### src/rtl/tclk_pkg.sv
package tclk_pkg;
  // Strobes from the control section to the datapath.
  typedef struct packed {
    logic srcPulse;  // one qualified event of the selected source
    logic preClr;    // clear the prescaler
  } tclkStrobe_t;
endpackage

### src/rtl/tclk_ctrl.sv
module tclk_ctrl
  import tclk_pkg::*;
#(
  parameter int SRC_W       = 3,
  parameter int SYNC_STAGES = 2,
  parameter int DUMMY_EDGES = 2,
  localparam int NUM_SRC    = 2 ** SRC_W,
  localparam int NUM_INT    = NUM_SRC - 2,
  localparam int PIN_RISE   = NUM_SRC - 2,
  localparam int PIN_FALL   = NUM_SRC - 1,
  localparam int DUM_W      = $clog2(DUMMY_EDGES + 1)
) (
  input  logic               clk,
  input  logic               rstN,
  input  logic [SRC_W-1:0]   srcSel,
  input  logic [NUM_INT-1:0] intEn,
  input  logic               extPin,
  input  logic               sleepReq,
  input  logic               dbgHalt,
  input  logic [NUM_SRC-1:0] slpOff,
  input  logic               dbgRun,
  output tclkStrobe_t        strb
);

  logic [SYNC_STAGES-1:0] syncQ;
  logic pinPrev;
  logic pinS;
  logic riseEv, fallEv;
  logic [SRC_W-1:0] srcSelQ;
  logic srcChg;
  logic [NUM_SRC-1:0] evVec;
  logic rawEv;
  logic gate;
  logic pinSel;
  logic qualified;
  logic needDummy;
  logic [DUM_W-1:0] dummyCnt;

  // Synchronizer chain for the asynchronous pin.
  always_ff @(posedge clk) begin
    if (!rstN) syncQ[0] <= 1'b0;
    else       syncQ[0] <= extPin;
  end

  for (genvar s = 1; s < SYNC_STAGES; s++) begin : g_sync
    always_ff @(posedge clk) begin
      if (!rstN) syncQ[s] <= 1'b0;
      else       syncQ[s] <= syncQ[s-1];
    end
  end

  assign pinS = syncQ[SYNC_STAGES-1];

  always_ff @(posedge clk) begin
    if (!rstN) begin
      pinPrev <= 1'b0;
      srcSelQ <= '0;
    end else begin
      pinPrev <= pinS;
      srcSelQ <= srcSel;
    end
  end

  assign riseEv = pinS & ~pinPrev;
  assign fallEv = ~pinS & pinPrev;
  assign srcChg = (srcSel != srcSelQ);

  // Event vector indexed by source code: internal enables, then pin edges.
  assign evVec  = {fallEv, riseEv, intEn};
  assign rawEv  = evVec[srcSel];
  assign pinSel = (srcSel == SRC_W'(PIN_RISE)) || (srcSel == SRC_W'(PIN_FALL));

  assign gate      = (sleepReq & slpOff[srcSel]) | (dbgHalt & ~dbgRun);
  assign qualified = rawEv & ~gate & ~srcChg;
  assign needDummy = pinSel & (dummyCnt < DUM_W'(DUMMY_EDGES));

  always_ff @(posedge clk) begin
    if (!rstN)                       dummyCnt <= '0;
    else if (srcChg)                 dummyCnt <= '0;
    else if (qualified && needDummy) dummyCnt <= dummyCnt + 1'b1;
  end

  assign strb.srcPulse = qualified & ~needDummy;
  assign strb.preClr   = srcChg;

endmodule

### src/rtl/tclk_dp.sv
module tclk_dp
  import tclk_pkg::*;
#(
  parameter int CNT_W    = 16,
  parameter int DIV_W    = 4,
  localparam int PRE_W   = (2 ** DIV_W) - 1
) (
  input  logic             clk,
  input  logic             rstN,
  input  tclkStrobe_t      strb,
  input  logic [DIV_W-1:0] divSel,
  output logic             countStrobe,
  output logic [CNT_W-1:0] count,
  output logic             wrapPulse
);

  logic [PRE_W-1:0] pre;
  logic [PRE_W:0]   maskWide;
  logic [PRE_W-1:0] divMask;
  logic             tick;

  assign maskWide = ({{PRE_W{1'b0}}, 1'b1} << divSel) - 1'b1;
  assign divMask  = maskWide[PRE_W-1:0];
  assign tick     = strb.srcPulse & ((pre & divMask) == divMask);

  always_ff @(posedge clk) begin
    if (!rstN)              pre <= '0;
    else if (strb.preClr)   pre <= '0;
    else if (strb.srcPulse) pre <= pre + 1'b1;
  end

  always_ff @(posedge clk) begin
    if (!rstN) begin
      count     <= '0;
      wrapPulse <= 1'b0;
    end else begin
      wrapPulse <= tick & (&count);
      if (tick) count <= count + 1'b1;
    end
  end

  assign countStrobe = tick;

endmodule

### src/rtl/timer_clk_front.sv
module timer_clk_front
  import tclk_pkg::*;
#(
  parameter int SRC_W       = 3,
  parameter int DIV_W       = 4,
  parameter int CNT_W       = 16,
  parameter int SYNC_STAGES = 2,
  parameter int DUMMY_EDGES = 2,
  localparam int NUM_SRC    = 2 ** SRC_W,
  localparam int NUM_INT    = NUM_SRC - 2
) (
  input  logic               clk,
  input  logic               rstN,
  input  logic [SRC_W-1:0]   srcSel,
  input  logic [DIV_W-1:0]   divSel,
  input  logic [NUM_INT-1:0] intEn,
  input  logic               extPin,
  input  logic               sleepReq,
  input  logic               dbgHalt,
  input  logic [NUM_SRC-1:0] slpOff,
  input  logic               dbgRun,
  output logic               countStrobe,
  output logic [CNT_W-1:0]   count,
  output logic               wrapPulse
);

  tclkStrobe_t strb;

  tclk_ctrl #(
    .SRC_W(SRC_W), .SYNC_STAGES(SYNC_STAGES), .DUMMY_EDGES(DUMMY_EDGES)
  ) u_ctrl (
    .clk(clk), .rstN(rstN), .srcSel(srcSel), .intEn(intEn), .extPin(extPin),
    .sleepReq(sleepReq), .dbgHalt(dbgHalt), .slpOff(slpOff), .dbgRun(dbgRun),
    .strb(strb)
  );

  tclk_dp #(
    .CNT_W(CNT_W), .DIV_W(DIV_W)
  ) u_dp (
    .clk(clk), .rstN(rstN), .strb(strb), .divSel(divSel),
    .countStrobe(countStrobe), .count(count), .wrapPulse(wrapPulse)
  );

endmodule

### config.mk
export PLATFORM = sky130hd
export DESIGN_NAME = timer_clk_front
export DESIGN_NICKNAME = d
export VERILOG_FILES = /design/src/rtl/tclk_pkg.sv /design/src/rtl/tclk_ctrl.sv /design/src/rtl/tclk_dp.sv /design/src/rtl/timer_clk_front.sv
export SDC_FILE = /design/constraint.sdc
export NUM_CORES = 1
export LEC_CHECK = 0
export ABC_CLOCK_PERIOD_IN_PS = 4200
export BUFFER_PORTS_ARGS = -buffer_cell sky130_fd_sc_hd__buf_2
export CAP_MARGIN = 20
export CORE_MARGIN = 5
export CORE_UTILIZATION = 45
export DETAILED_ROUTE_END_ITERATION = 10
export GPL_TIMING_DRIVEN = 0
export PLACE_DENSITY = 0.67
export SYNTH_ARGS = -nofsm -noshare
export SYNTH_HDL_FRONTEND = slang
export SYNTH_SLANG_ARGS = --single-unit
### constraint.sdc
create_clock -name clk -period 4.2 [get_ports clk]
set_clock_uncertainty 0.1 [all_clocks]
set_input_delay 0.84 -clock clk [delete_from_list [all_inputs] [get_ports clk]]
set_output_delay 0.84 -clock clk [all_outputs]
set_load 0.02 [all_outputs]
* After elaboration in Yosys (flattened, before gate mapping)
Index checks and enable logic that the tools add are counted.
Operators by class: reductions and logical operators 4, multiply operators 0, add/sub/neg operators 4, equality and inequality tests 4, multiplexer cells 4, bitwise operators 19, div/mod/pow operators 0, shift operators 1, magnitude comparators 2
Operator list (count):
- adder 16 x 1 -> 16 bit (second input constant) | 1
- AND reduction 16 bit | 1
- adder 15 x 1 -> 15 bit (second input constant) | 1
- AND 15 bit | 1
- equality test 15 bit | 1
- left shift 1 x 4 -> 15 bit (first input constant) | 1
- subtractor 15 x 1 -> 15 bit (second input constant) | 1
- AND 1 bit | 10
- inverter 1 bit | 7
- binary-select mux 1 bit (select 3 bit) | 2
- equality test 3 bit (second input constant) | 2
- less-than comparator 3 x 4 -> 1 bit (second input constant) | 1
- inequality test 3 bit | 1
- adder 2 x 1 -> 2 bit (second input constant) | 1
- less-than comparator 2 bit (second input constant) | 1
- two-way mux 1 bit | 2
- OR reduction 2 bit | 1
- logical AND 1 bit | 1
- logical OR 1 bit | 1
- OR 1 bit | 1
Storage, ports and cells: bits in latches 0, bits in writable memories 0, bits in read-only memories 0, word-level logic and storage cells 46, memories kept 0, register bits 40, output and inout bits 18

* Depth between registers and ports, before layout
Gate-level depths: netlist (run 1).
depth in word-level cells 10, mapped depth 13, mapped depth without buffers 9

* Cells and area by module
From an unflattened synthesis (run 1), not the netlist that was laid out.
Second synthesis, totals: cells, all modules 274, area total of the unflattened synthesis 2349.8 sq um
Modules (own cells, without submodules):
- tclk_dp | cells each 217, sequential area each 640.6 sq um, area each 1849.3 sq um, instances 1
- tclk_ctrl | cells each 57, sequential area each 160.2 sq um, area each 500.5 sq um, instances 1

* Least setup slack after synthesis (run 1)
Ideal clock, no wire load.
path type input -> output, start in divSel[1], end out countStrobe, slack -80 ps, arrival 3340 ps, path buffers 4, cell stages on the path 12, path through clkbuf_1 -> nor3_1 -> nand2b_1 -> ha_1 -> clkbuf_1 -> nor2b_1 -> o21ai_0 -> a21oi_1 -> or3_1 -> clkbuf_1 -> clkbuf_1 -> nor3_1
Between the ends: longest elaborated chain between the ends 5
Ends and longest elaborated chain:
- start: declaration | RTL line timer_clk_front.sv:15 | input logic [DIV_W-1:0] divSel,
- left shift 1 x 4 -> 15 bit * | RTL line tclk_dp.sv:22 | assign maskWide = ({{PRE_W{1'b0}}, 1'b1} << divSel) - 1'b1;
- subtractor 15 x 1 -> 15 bit * | RTL line tclk_dp.sv:22
- AND 15 bit | RTL line tclk_dp.sv:24 | assign tick = strb.srcPulse & ((pre & divMask) == divMask);
- equality test 15 bit * | RTL line tclk_dp.sv:24
- AND 1 bit * | RTL line tclk_dp.sv:24
- end: declaration | RTL line timer_clk_front.sv:22 | output logic countStrobe,
Every way passes the cells marked *; elsewhere a longest branch is shown, timed or not.

* Final worst setup path (run 1)
start in divSel[3], end out countStrobe
Same word-level chain as after synthesis.

==> results of run 1 <==
==> layout make-up <==
type,count,area share [%]
inverter,5,0.660
timing repair buffer,42,7.39
clock buffer,7,3.39
clock inverter,1,1.06
tap,70,3.08
buffer,13,2.81
multi-input combinational,224,53.5
sequential,40,28.1
==> critical path: stages <==
cell and delay [ps]:
buf_2 120, buf_2 180, nor3_4 220, nand2b_1 80
ha_2 250, nor2b_1 140, o21ai_0 190, a21oi_1 110
or3_4 500, nor3_2 190, buf_2 190
==> what timing repair did <==
item,CTS,global route
hold endpoints to repair,0,0
gates resized for setup,4,2
setup endpoints to repair,1,1
==> where the power goes <==
part,internal [mW],switching (mW),leakage [nW],total [mW]
Clock,0.210,0.134,0.0645,0.344
Sequential,0.381,0.00114,0.323,0.383
Combinational,0.0348,0.0423,0.607,0.0771
==> metal layers <==
layer | up-vias | track usage, % | routed length (um)
met5 | - | 0 | 0
met4 | 0 | 4.46 | 33
met3 | 4 | 2.87 | 217
met2 | 40 | 26.3 | 2760
met1 | 1077 | 23.3 | 2720
li1 | 1150 | - | -
==> cells by family (layout without fill, tap and decap cells) <==
logic type      count (synthesis)  count (layout)  synth area share [%]
buf+inv                        26              68                  5.32
simple gates                  150             150                  35.9
compound gates                 42              42                  10.6
fa+ha+maj                       3               3                  1.55
mux                            20              20                  10.3
flops                          40              40                  33.0
xor+xnor                        9               9                  3.25
==> worst min path at each step <==
stage,start,end,slack [ps],depth (start not counted)
final,u_ctrl.syncQ[0],u_ctrl.pinS,350,1
after global routing,u_ctrl.syncQ[0],u_ctrl.pinS,370,1
after CTS,u_ctrl.syncQ[0],u_ctrl.pinS,360,1
after detailed placement,u_ctrl.syncQ[0],u_ctrl.pinS,330,1
after global placement,u_ctrl.syncQ[0],u_ctrl.pinS,330,1
after floorplan,u_ctrl.syncQ[0],u_ctrl.pinS,310,1
==> flip-flops by register name, indices dropped and copies added (netlist names) <==
signal,count
u_ctrl.srcSelQ,3
u_ctrl.dummyCnt,2
u_ctrl.pinS,1
u_dp.count,16
u_ctrl.syncQ,1
u_dp.pre,15
u_ctrl.pinPrev,1
u_dp.wrapPulse,1
==> cells in the mapped netlist, drive strengths merged <==
cell,n,share of area [%]
o2bb2ai,1,0.36
mux4,4,3.7
o21a,1,0.31
and3,5,1.3
xor2,2,0.72
nand4,3,0.77
nor2,13,2.0
and4,4,1.4
nor4b,2,0.72
o21ai,7,1.4
dfxtp,40,33
or3,4,1.2
buf,6,2.2
clkbuf,15,2.3
nor2b,6,1.5
nor4,18,5.4
mux2i,16,6.6
o31ai,11,3.4
nand2b,18,5.0
nor3,4,0.83
a311oi,1,0.36
a21oi,18,3.7
nand3b,2,0.62
nand2,32,5.0
and2,7,1.8
nand3,19,3.9
o221ai,1,0.36
ha,3,1.5
o22ai,1,0.26
or4b,2,0.98
inv,5,0.77
or4,11,3.4
o32ai,1,0.36
xnor2,7,2.5
==> metrics by stage <==
stage	cells	setup slack [ps]	util (%)	area, um2
2_1_floorplan	290	95.7	-	2430
3_3_place_gp	402	-374	52.7	2730
3_5_place_dp	402	-428	52.7	2730
4_1_cts	403	75.6	54.9	2840
5_1_grt	402	71.4	55.0	2850
6_report	402	249	55.0	2850
==> impl_metrics.yaml, run 1 <==
die:
  die_y_um: 83.4
  initial_utilization_pct: 46.9
  core_mm2: 0.00517
  io_pins: 45
  rows: 26
  chipWidth_um: 83.4
  dieArea_mm2: 0.00695
run_status:
  outcome: "complete, no violations"
drt:
  wl_per_cell_um: 14.3
  drc_errors: 0
  viasPerCell: 5.65
  final_antenna_net_count: 0
  wirelength_mm: 5.74
  first_iter_violations: 208
  dr.pass1.iters: 4
  dr_total_vias: 2271
clocking:
  post-cts-setup-buffer-count: 0
  cts.clk_slew.worst_paths_ps: 80
  ctsLongestPathBuffers: 2
  htreeDepth: 2
  cts_sinks: 40
  clk_latency_ps: 290
  cts_hold_buf: 0
  numCtsBuffers: 5
  cts_root_buffer: "clkbuf_8"
  cts_tree: "yes"
final_layout:
  final-seq-area_um2: 801
  area_growth_syn_to_layout_pct: 17.4
  fillers: 498
  layout_commonest_cell: "buf_2"
  multi_input_area_mm2: 0.00152
  antenna_cells: 0
  drive_above_1_share_pct: 21.4
  mostFrequentLayoutCells: "buf_2 (43), dfxtp_1 (40), nand2_1 (32)"
  nets: 361
sta:
  worst_slew_pin_slew_ps: 506
  slew_headroom_pct: 65.3
  setup_tns_ps: 0
  min_period_over_period_pct: 94.1
  min_period_ps: 3950
  report.final.slew_viol_count: 0
  final-hold-violation-count: 0
  hold_slack_ps: 346
  rsz0062_at_grt: "no"
  max_freq_mhz: 253
  setup_viol: 0
global_routing:
  grt_usage_pct: 16.7
  grt_pass1_vias: 2156
  grt_max_degree: 17
  grt_pass1_wl_mm: 9.94
  antenna_found_initial: 0
  overflow: 0
synth:
  synth_cells: 290
  ys_types: 40
  syn_nets: 320
  syn_area_mm2: 0.00242
  ys_seq_area_share_pct: 33.0
  ys_ff_latch: 40
  ys_warn_count: 0
  syn_area_per_cell_um2: 8.36
hold_path:
  hp-class: "reg2reg"
worst_setup_path:
  path_max_fanout: 16
  crit_start: "divSel[3]"
  worstSetupEndpointType: "output pin"
  critical_path_class: "in2out"
  cp.arrival_ps: 3010
  cp.required_ps: 3260
  rr_endpoint: "u_dp.pre[3]"
  endpoint: "countStrobe"
  rrSetupSlack_ps: 1450
  cp-start-kind: "input port"
  ff2ff_path_depth: 8
  rr_startpoint: "u_ctrl.pinS"
job:
  maxCapViolations: 0
power_and_ir_drop:
  p_per_area_mw_per_mm2: 282
  peakVddDrop_v: 0.000217
  p_total_mw: 0.803
  leakage_nw: 0.995
place:
  dp_hpwl_mm: 4.29
  port_buffers: 42
  gp_congestion: 0.866
(Power assumes the default switching activity.)
==> run 2, diff against run 1 <==
- SYNTH_HIERARCHICAL: unset -> 1
==> run 2 against run 1 <==
- via count down 5.1%
- highest routed layer unchanged
- worst hold slack worse by 4.9 ps
- die area down 2.7%
- power down 3.7%
- critical endpoint unchanged
- sequential power about the same
==> impl_metrics.yaml, run 2 <==
sta:
  setup_viol: 0
  report.final.slew_viol_count: 0
  max_freq_mhz: 248
  worst_slew_pin_slew_ps: 521
  setup_tns_ps: 0
  slew_headroom_pct: 65.3
  min_period_ps: 4030
  min_period_over_period_pct: 96.0
  final-hold-violation-count: 0
final_layout:
  fin_util_pct: 55.5
  design_area_mm2: 0.00282
  fillers: 515
  layout_commonest_cell: "buf_2"
  reg.largest.list: "u_dp/count x16, u_dp/pre x15, u_ctrl/srcSelQ x3"
  antenna_cells: 0
  drive_above_1_share_pct: 26.1
  area_growth_syn_to_layout_pct: 19.9
  nets: 359
  mostFrequentLayoutCells: "buf_2 (43), dfxtp_1 (40), nor2_1 (21)"
  largest_reg_flops: 16
  top_register: "u_dp/count"
synth:
  ys_warn_count: 6
  netlist_top_cells_area: "dfxtp_1 (34%), xor2_1 (5.6%), a21oi_1 (3.8%)"
  synth_top_area_cell: "dfxtp_1"
  ys_ff_latch: 40
  ys_types: 52
  ys_seq_area_share_pct: 34.1
  synthArstFlopShare_pct: 0
  synth_edf_count: 0
  synth_xor_area_share_pct: 6.71
  netlist_top_cells_count: "dfxtp_1 (40), nor2_1 (22), a21oi_1 (18), nand3_1 (18), nand2_1 (16)"
  syn_area_mm2: 0.00235
  synth_compound_area_share_pct: 16.7
  netlist.area_leader.share_pct: 34.1
  synth_simple_gate_area_share_pct: 29.8
  yosysMostFrequentCell: "dfxtp_1"
  synth_flop_cell: "dfxtp_1"
  synthAdderAreaFrac_pct: 1.60
  synth_top_family_by_area: "simple AND/OR/NAND/NOR gates"
  syn_area_per_cell_um2: 8.58
  synth_mux_area_share_pct: 3.89
  synth_cells: 274
  syn_nets: 304
worst_setup_path:
  rr_startpoint: "u_ctrl/srcSelQ[2]"
  path_max_fanout: 10
  cp-start-kind: "input port"
  max_stage_delay_ps: 280
  path_buf_inv: 5
  slowest_stage: "nor4_4"
  critical_path_class: "in2out"
  cp.arrival_ps: 3090
  cp.required_ps: 3260
  cp_cell_sequence: "buf_2 -> buf_6 -> mux2i_1 -> o32ai_1 -> o31ai_1 -> nand4b_1 -> nor2_1 -> clkbuf_4 -> o221ai_1 -> nor4_4 -> nand2_2 -> buf_6 -> nor2_2 -> buf_4"
  cp_num_cells: 14
  rrSetupSlack_ps: 1350
  worstSetupEndpointType: "output pin"
  ff2ff_path_depth: 12
  crit_top_cell: "buf_6"
  endpoint: "countStrobe"
  crit_start: "srcSel[1]"
  cp_top_family: "simple AND/OR/NAND/NOR gates"
  rr_endpoint: "u_dp/count[12]"
die:
  die_y_um: 82.3
  rows: 26
  dieArea_mm2: 0.00677
  initial_utilization_pct: 46.3
  chipWidth_um: 82.3
  core_mm2: 0.00507
  io_pins: 45
place:
  gp_congestion: 0.820
  port_buffers: 42
  place_area_mm2: 0.00265
  dp_hpwl_mm: 3.85
power_and_ir_drop:
  p_total_mw: 0.774
  p_clk_share_pct: 40.2
  sequentialPowerShare_pct: 49.4
  switchingPower_mw: 0.179
  intPower_mw: 0.595
  leakage_nw: 1.08
  power_frac_comb_pct: 10.4
  p_per_area_mw_per_mm2: 275
  peakVddDrop_v: 0.000205
  p_sw_share_pct: 23.1
global_routing:
  overflow: 0
  grt_max_degree: 14
  grt_usage_pct: 16.8
  grt_pass1_vias: 2004
  grt_pass1_wl_mm: 9.13
  antenna_found_initial: 0
run_status:
  outcome: "complete, no violations"
drt:
  wl_per_cell_um: 13.0
  dr_total_vias: 2156
  viasPerCell: 5.39
  wirelength_mm: 5.21
  drc_errors: 0
  first_iter_violations: 112
  final_antenna_net_count: 0
  dr.pass1.iters: 4
clocking:
  numCtsBuffers: 5
  cts_root_buffer: "clkbuf_8"
  htreeDepth: 2
  ctsLongestPathBuffers: 2
  clk_latency_ps: 290
  cts.clk_slew.worst_paths_ps: 80
  cts_sinks: 40
  cts_tree: "yes"
hold_path:
  hold_depth: 1
  hp-class: "reg2reg"
job:
  maxCapViolations: 0
==> run 2: metrics by stage <==
step / std cells / worst slack [ps] / hold WS [ps]
2_1_floorplan: 274 / 362 / 312
3_3_place_gp: 386 / -31.7 / 318
3_5_place_dp: 386 / -33.7 / 324
4_1_cts: 394 / 33.9 / 346
5_1_grt: 400 / -41.8 / 354
6_report: 400 / 167 / 341
==> run 2: timing repair <==
item / 4_1_cts / 5_1_grt
resized for setup: 0 / 4
gates cloned: 0 / 0
hold buffers: 0 / 0
pin swaps: 1 / 4
endpoints found under the setup margin: 1 / 1
buffers inserted: 0 / 6
==> run 2: how the worst min path moves through the flow <==
stage                          startpoint           to  slack (ps)
after floorplan           u_ctrl/syncQ[0]  u_ctrl/pinS         310
after global placement    u_ctrl/syncQ[0]  u_ctrl/pinS         320
after detailed placement  u_ctrl/syncQ[0]  u_ctrl/pinS         320
after CTS                 u_ctrl/syncQ[0]  u_ctrl/pinS         350
after global routing      u_ctrl/syncQ[0]  u_ctrl/pinS         350
final                     u_ctrl/syncQ[0]  u_ctrl/pinS         340
==> run 2: kinds of logic after synthesis <==
kind of cell | count (synthesis)
AO/OA/AOI/OAI | 57
AND/OR/NAND/NOR | 121
flip-flops | 40
multiplexers | 9
XOR/XNOR | 18
adder cells (fa/ha/maj) | 3
buffers and inverters | 26
==> run 2: power by group through the flow <==
| stage | Clock [mW] | Sequential [mW] | Combinational (mW) |
|---|---|---|---|
| floorplan | 0 | 0.391 | 0.0560 |
| global placement | 0 | 0.392 | 0.0788 |
| detailed placement | 0 | 0.392 | 0.0799 |
| CTS | 0.322 | 0.383 | 0.0797 |
| global route | 0.340 | 0.383 | 0.0904 |
| finish | 0.311 | 0.383 | 0.0804 |
==> run 2: routing by layer <==
metal	share of wire, %	vias up	global-route usage [%]
met5	0	-	0
met4	0.90	0	4.98
met3	5.5	5	3.58
met2	45	55	25.4
met1	49	984	23.9
li1	-	1112	-
==> run 2: cell type report <==
cell class,count,area [um2],share of cell area (%)
buffer,20,149,5.29
clock buffer,5,68.8,2.44
clock inverter,3,42.5,1.51
inverter,6,22.5,0.800
multi-input combinational,208,1390,49.3
sequential,40,801,28.4
tap,70,87.6,3.11
timing repair buffer,48,258,9.15
